**src/rtl/fet_arb_pkg.sv**
```systemverilog
package fet_arb_pkg;
  typedef enum logic [1:0] {
    MODE_AUTO = 2'b00,
    MODE_PART = 2'b01,
    MODE_MAN  = 2'b10,
    MODE_RSVD = 2'b11
  } ctl_mode_e;

  localparam int unsigned CH_CHG = 0;
  localparam int unsigned CH_DSG = 1;
  localparam int unsigned ST_W   = 3;

  function automatic logic mode_is_manual(ctl_mode_e m);
    return (m == MODE_MAN) || (m == MODE_RSVD);
  endfunction

  function automatic logic mode_auto_hold(ctl_mode_e m);
    return m != MODE_AUTO;
  endfunction
endpackage

```
**src/rtl/fet_pin_sync.sv**
```systemverilog
module fet_pin_sync #(
  parameter int unsigned WIDTH  = 2,
  parameter int unsigned STAGES = 2
) (
  input  logic             clk,
  input  logic             rst_n,
  input  logic [WIDTH-1:0] async_i,
  output logic [WIDTH-1:0] sync_o
);
  logic [WIDTH-1:0] stage_q [STAGES];

  for (genvar s = 0; s < STAGES; s++) begin : g_stage
    always_ff @(posedge clk or negedge rst_n) begin
      if (!rst_n) begin
        stage_q[s] <= '0;
      end else begin
        if (s == 0) stage_q[s] <= async_i;
        else        stage_q[s] <= stage_q[(s == 0) ? 0 : s-1];
      end
    end
  end

  assign sync_o = stage_q[STAGES-1];
endmodule

```
**src/rtl/fet_chan_ctrl.sv**
```systemverilog
module fet_chan_ctrl
  import fet_arb_pkg::*;
(
  input  logic      clk,
  input  logic      rst_n,
  input  ctl_mode_e mode_i,
  input  logic      fault_i,
  input  logic      recov_i,
  input  logic      hoff_i,
  input  logic      hrel_i,
  input  logic      pin_blk_i,
  output logic      en_o,
  output logic      fault_lat_o,
  output logic      host_lat_o
);
  logic fault_q, host_q, en_q;
  logic fault_n, host_n, en_n;
  logic manual;

  always_comb begin
    manual  = mode_is_manual(mode_i);
    fault_n = fault_q;
    if (fault_i)                           fault_n = 1'b1;
    else if (manual ? hrel_i : recov_i)    fault_n = 1'b0;
    host_n = host_q;
    if (hoff_i || (fault_i && mode_auto_hold(mode_i))) host_n = 1'b1;
    else if (hrel_i)                                   host_n = 1'b0;
    en_n = !(fault_n || host_n || pin_blk_i);
  end

  always_ff @(posedge clk or negedge rst_n) begin
    if (!rst_n) begin
      fault_q <= 1'b0;
      host_q  <= 1'b0;
      en_q    <= 1'b0;
    end else begin
      fault_q <= fault_n;
      host_q  <= host_n;
      en_q    <= en_n;
    end
  end

  assign en_o        = en_q;
  assign fault_lat_o = fault_q;
  assign host_lat_o  = host_q;

  p_fault_off_r1: assert property (@(posedge clk) disable iff (!rst_n)
    fault_i |=> (!en_o && fault_lat_o));

  p_auto_recover_r2: assert property (@(posedge clk) disable iff (!rst_n)
    (mode_i == MODE_AUTO && recov_i && !fault_i && !host_q && !hoff_i && !pin_blk_i) |=> en_o);

  p_host_hold_r3: assert property (@(posedge clk) disable iff (!rst_n)
    (host_q && !hrel_i) |=> (host_lat_o && !en_o));

  p_pin_block_r4: assert property (@(posedge clk) disable iff (!rst_n)
    pin_blk_i |=> !en_o);

  p_manual_keep_r7: assert property (@(posedge clk) disable iff (!rst_n)
    (mode_is_manual(mode_i) && fault_q && !hrel_i) |=> fault_lat_o);
endmodule

```
**src/rtl/fet_dsg_source.sv**
```systemverilog
module fet_dsg_source (
  input  logic clk,
  input  logic rst_n,
  input  logic cfg_follow_i,
  input  logic sleep_i,
  input  logic cur_i,
  output logic follow_o
);
  logic hold_q, follow_q;

  always_ff @(posedge clk or negedge rst_n) begin
    if (!rst_n) begin
      hold_q   <= 1'b0;
      follow_q <= 1'b0;
    end else begin
      hold_q   <= sleep_i ? (hold_q || cur_i) : 1'b0;
      follow_q <= cfg_follow_i && sleep_i && !cur_i && !hold_q;
    end
  end

  assign follow_o = follow_q;

  p_cur_to_pump_r9: assert property (@(posedge clk) disable iff (!rst_n)
    cur_i |=> !follow_o);

  p_hold_in_sleep_r9: assert property (@(posedge clk) disable iff (!rst_n)
    (sleep_i && $past(sleep_i) && !follow_o && $past(cur_i)) |=> !follow_o);

  p_awake_pump_r8: assert property (@(posedge clk) disable iff (!rst_n)
    !sleep_i |=> !follow_o);
endmodule

```
**src/rtl/fet_alert_ctrl.sv**
```systemverilog
module fet_alert_ctrl #(
  parameter int unsigned NUM_CH = 2
) (
  input  logic              clk,
  input  logic              rst_n,
  input  logic [NUM_CH-1:0] fault_i,
  input  logic              clr_i,
  output logic              alert_o
);
  logic [NUM_CH-1:0] prev_q;
  logic              alert_q;
  logic              new_edge;

  assign new_edge = |(fault_i & ~prev_q);

  always_ff @(posedge clk or negedge rst_n) begin
    if (!rst_n) begin
      prev_q  <= '0;
      alert_q <= 1'b0;
    end else begin
      prev_q <= fault_i;
      if (new_edge)   alert_q <= 1'b1;
      else if (clr_i) alert_q <= 1'b0;
    end
  end

  assign alert_o = alert_q;

  p_alert_set_r11: assert property (@(posedge clk) disable iff (!rst_n)
    new_edge |=> alert_o);

  p_alert_sticky_r11: assert property (@(posedge clk) disable iff (!rst_n)
    (alert_o && !clr_i) |=> alert_o);
endmodule

```
**src/rtl/fet_enable_arbiter.sv**
```systemverilog
module fet_enable_arbiter
  import fet_arb_pkg::*;
#(
  parameter int unsigned NUM_CH      = 2,
  parameter int unsigned SYNC_STAGES = 2,
  localparam int unsigned STAT_W     = NUM_CH * ST_W
) (
  input  logic              clk,
  input  logic              rst_n,
  input  logic [1:0]        cfg_mode,
  input  logic              cfg_follow_en,
  input  logic [NUM_CH-1:0] fault_det,
  input  logic [NUM_CH-1:0] recov_ok,
  input  logic [NUM_CH-1:0] host_off,
  input  logic [NUM_CH-1:0] host_rel,
  input  logic [NUM_CH-1:0] force_off,
  input  logic              sleep_mode,
  input  logic              dsg_cur_det,
  input  logic              alert_clr,
  output logic [NUM_CH-1:0] fet_en,
  output logic              dsg_follow,
  output logic              pump_en,
  output logic              alert,
  output logic [STAT_W-1:0] chan_status
);
  ctl_mode_e         mode;
  logic [NUM_CH-1:0] pin_sync;
  logic [NUM_CH-1:0] fault_lat, host_lat;

  assign mode = ctl_mode_e'(cfg_mode);

  fet_pin_sync #(.WIDTH(NUM_CH), .STAGES(SYNC_STAGES)) u_sync (
    .clk(clk), .rst_n(rst_n), .async_i(force_off), .sync_o(pin_sync)
  );

  for (genvar c = 0; c < NUM_CH; c++) begin : g_ch
    fet_chan_ctrl u_ch (
      .clk(clk), .rst_n(rst_n), .mode_i(mode),
      .fault_i(fault_det[c]), .recov_i(recov_ok[c]),
      .hoff_i(host_off[c]), .hrel_i(host_rel[c]),
      .pin_blk_i(pin_sync[c]),
      .en_o(fet_en[c]), .fault_lat_o(fault_lat[c]), .host_lat_o(host_lat[c])
    );
    assign chan_status[c*ST_W +: ST_W] = {pin_sync[c], host_lat[c], fault_lat[c]};
  end

  fet_dsg_source u_src (
    .clk(clk), .rst_n(rst_n), .cfg_follow_i(cfg_follow_en),
    .sleep_i(sleep_mode), .cur_i(dsg_cur_det), .follow_o(dsg_follow)
  );

  fet_alert_ctrl #(.NUM_CH(NUM_CH)) u_alert (
    .clk(clk), .rst_n(rst_n), .fault_i(fault_det), .clr_i(alert_clr), .alert_o(alert)
  );

  assign pump_en = (|fet_en) || cfg_follow_en;

  p_follow_needs_pump_r10: assert property (@(posedge clk) disable iff (!rst_n)
    dsg_follow |-> pump_en);

  p_block_release_r5: assert property (@(posedge clk) disable iff (!rst_n)
    (|(fault_lat & ~fault_det & ~recov_ok & ~host_rel)) |=> (fet_en != {NUM_CH{1'b1}}));
endmodule

```
**config.mk**
```make
export PLATFORM = sky130hd
export DESIGN_NAME = fet_enable_arbiter
export DESIGN_NICKNAME = d
export VERILOG_FILES = /design/src/rtl/fet_arb_pkg.sv /design/src/rtl/fet_pin_sync.sv /design/src/rtl/fet_chan_ctrl.sv /design/src/rtl/fet_dsg_source.sv /design/src/rtl/fet_alert_ctrl.sv /design/src/rtl/fet_enable_arbiter.sv
export SDC_FILE = /design/constraint.sdc
export NUM_CORES = 1
export LEC_CHECK = 0
export CAP_MARGIN = 20
export CELL_PAD_IN_SITES_DETAIL_PLACEMENT = 1
export CELL_PAD_IN_SITES_GLOBAL_PLACEMENT = 2
export CORE_UTILIZATION = 20
export DETAILED_ROUTE_END_ITERATION = 10
export PLACE_DENSITY = 0.77
export SLEW_MARGIN = 20
export SYNTH_ARGS = -nofsm -noshare
export SYNTH_HDL_FRONTEND = slang
export SYNTH_SLANG_ARGS = --single-unit
export TNS_END_PERCENT = 5
```
**constraint.sdc**
```tcl
create_clock -name clk -period 0.9 [get_ports clk]
set_input_delay 0.18 -clock clk [delete_from_list [all_inputs] [get_ports clk]]
set_output_delay 0.18 -clock clk [all_outputs]
set_load 0.01 [all_outputs]
```
==> impl_metrics.tcl <==
set metrics [dict create \
    status "finished with violations" \
    failed_checks "setup timing" \
    nFillCells 301 \
    worstPathMaxFanout 2 \
    syn2layout_area_growth_pct 59.6 \
    io_pins 29 \
    dieWidth_um 55.6 \
    first_iter_violations 3 \
    min_period_over_period 1.51 \
    yosysWarnings 0 \
    dieArea_mm2 0.00310 \
    power_switching_share 0.230 \
    finalPower_mw 1.34 \
    clk_path_buf_depth 2 \
    routed_wl_mm 1.25 \
    r2r_end "g_ch[0].u_ch.en_o$_DFF_PN0_" \
    cts-root-buf "clkbuf_4" \
    num_vias 439 \
    setup_viol 12 \
    netlist.area_leader.share 0.652 \
    track_usage 0.0864 \
    grt_pass1_vias 432 \
    seq_area_frac_synth 0.652 \
    hold_viol_final 0 \
    portBuffers 28 \
    syn_avg_cell_area_um2 12.8 \
    drtPass1Iterations 3 \
    r2r_setup_slack_ps -10 \
    relSlewSlack 0.875 \
    max-vdd-ir-drop_mv 0.683 \
    timing.fmax_mhz 734 \
    area.sequential_um2 375 \
    synth_top_family_by_area "buffers and inverters" \
    yosys.area_share.simple 0.0935 \
    synthCells 45 \
    wl_per_cell_um 11.5 \
    synth_cell_types 14 \
    rr_startpoint "g_ch[0].u_ch.host_lat_o$_DFF_PN0_" \
    p_int_mw 1.03 \
    clkSinkCount 15 \
    hp-class "input pin to async pin" \
    synthesis.area_um2 576 \
    worst_slack_ps -463 \
    ys_ff_latch 15 \
    start_kind "flop" \
    grt_pass1_wl_mm 1.96 \
    grt_setup_unrepaired "true" \
    htreeDepth 1 \
    grt_max_degree 16 \
    synth_compound_area_frac 0.0891 \
    antenna_cells 0 \
    final_nets 96 \
    clock_latency_ps 270 \
    drive_gt1_frac 0.351 \
    grt_antenna_before_repair 0 \
    drt-vias-per-instance 4.06 \
    critPathRequiredTime_ps 720 \
    place_congestion 0.643 \
    yosys-top-cells-area "dfrtp_1, buf_4, nor3b_2" \
    seqPwrFrac 0.545 \
    clk_pin_slew_ps 80 \
    share_comb_of_total_power 0.177 \
    fin_worst_skew_ps 1.53 \
    p_sw_mw 0.307 \
    crit_arrival_ps 1180 \
    synth_fp_nets 63 \
    power_density_mw_per_mm2 1460 \
    rows 19 \
    critPathCaptureType "output port" \
    holdBufCountCts 0 \
    antenna_left 0 \
    synth_xor_area_frac 0 \
    drc 0 \
    dp_hpwl_um 996 \
    fp.dieH_um 55.6 \
    start_util 0.211 \
    multi_input_area_um2 145 \
    slew_viol_final 0 \
    critPathKind "flop to output port" \
    final_util 0.336 \
    overflow 0 \
    worst_pin_slew_ps 187 \
    yosysTopAreaCell "dfrtp_1" \
    p_leak_nw 0.422 \
    p_clk_frac 0.278 \
    startpoint "g_ch[1].u_ch.en_o$_DFF_PN0_" \
    fin_tns_setup_ps -1490 \
    min_period_ps 1360 \
    synth_fa_ha_area_frac 0 \
    drv_cap 0 \
    ff2ff_path_depth 3 \
    synthMuxAreaShare 0.0348 \
    cts_tree "built" \
    coreArea_mm2 0.00273 \
    cts_buffers 3 \
]
## Yosys cell counts
library cell	instances
nand2_1	3
buf_4	8
o21a_1	1
nand2b_1	1
mux2i_1	2
inv_1	4
a21oi_1	2
o221ai_1	1
a21o_1	2
nor3_1	1
dfrtp_1	15
o21ai_0	2
nor3b_2	2
or3_1	1
## flip-flops by register name, indices dropped and copies added, names as in the netlist
signal,flops
u_src.follow_o,1
g_ch.u_ch.host_lat_o,2
g_ch.u_ch.fault_lat_o,2
u_src.hold_q,1
u_alert.alert_o,1
u_sync.sync_o,2
u_alert.prev_q,2
u_sync.stage_q,2
g_ch.u_ch.en_o,2
## cell families after synthesis
family          after synthesis
simple gates                  8
buf+inv                      12
flops                        15
mux                           2
compound gates                8
## repair_timing
action | in CTS | in global routing
setup endpoints to repair | 15 | 13
gates resized for setup | 44 | 3
pin swaps | 3 | 0
setup buffers | 1 | 1
## worst max-delay path: stages, from the launching register on
cell	delay (ps)
dfrtp_1	400
or3_4	380
buf_6	130
## worst max path at each step
| stage | endpoint | slack, ps |
|---|---|---|
| 6_report | pump_en | -460 |
| 4_1_cts | pump_en | -480 |
| 5_1_grt | pump_en | -490 |
| 3_3_place_gp | pump_en | -730 |
| 3_5_place_dp | pump_en | -790 |
| 2_1_floorplan | pump_en | -4 |
## per-stage QoR
step	std cells	hold slack, ps	worst slack (ps)	instance area (um^2)
after floorplan	45	-116	-3.95	581
after global placement	102	332	-734	897
after detailed placement	102	346	-788	897
after CTS	107	216	-480	898
after global routing	108	240	-490	918
final	108	224	-463	918
## layout make-up
class | count | area share
tap | 31 | 0.0422
sequential | 15 | 0.409
inverter | 4 | 0.0163
timing repair buffer | 36 | 0.346
clock buffer | 4 | 0.0286
multi-input combinational | 18 | 0.158
## power by group through the flow
stage / Sequential, mW / Clock [mW] / Combinational (mW)
floorplan: 0.741 / 0 / 0.0838
global placement: 0.740 / 0 / 0.246
detailed placement: 0.743 / 0 / 0.251
CTS: 0.729 / 0.396 / 0.235
global route: 0.733 / 0.425 / 0.256
finish: 0.728 / 0.371 / 0.237
## layer usage
layer,vias to the layer above,wire length (um),GRT usage
li1,205,-,-
met1,210,492,0.0988
met2,20,629,0.138
met3,4,98,0.0302
met4,0,25,0.0536
met5,-,0,0
## cell usage in the layout (no fill, tap or decap)
cell type and n:
nand2_1 3, clkbuf_4 3, a21o_1 2, nor3b_2 2, o21ai_0 2, a21oi_2 1, a21oi_4 1, o221ai_1 1
or3_4 1, buf_12 1, mux2i_1 2, nor3_1 1, inv_1 4, dfrtp_1 15, o21a_1 1, buf_6 3
nand2b_1 1, dlygate4sd2_1 1, clkdlybuf4s50_1 16, buf_2 7, buf_4 8, clkbuf_1 1
Power figures use the tool's default switching activity.
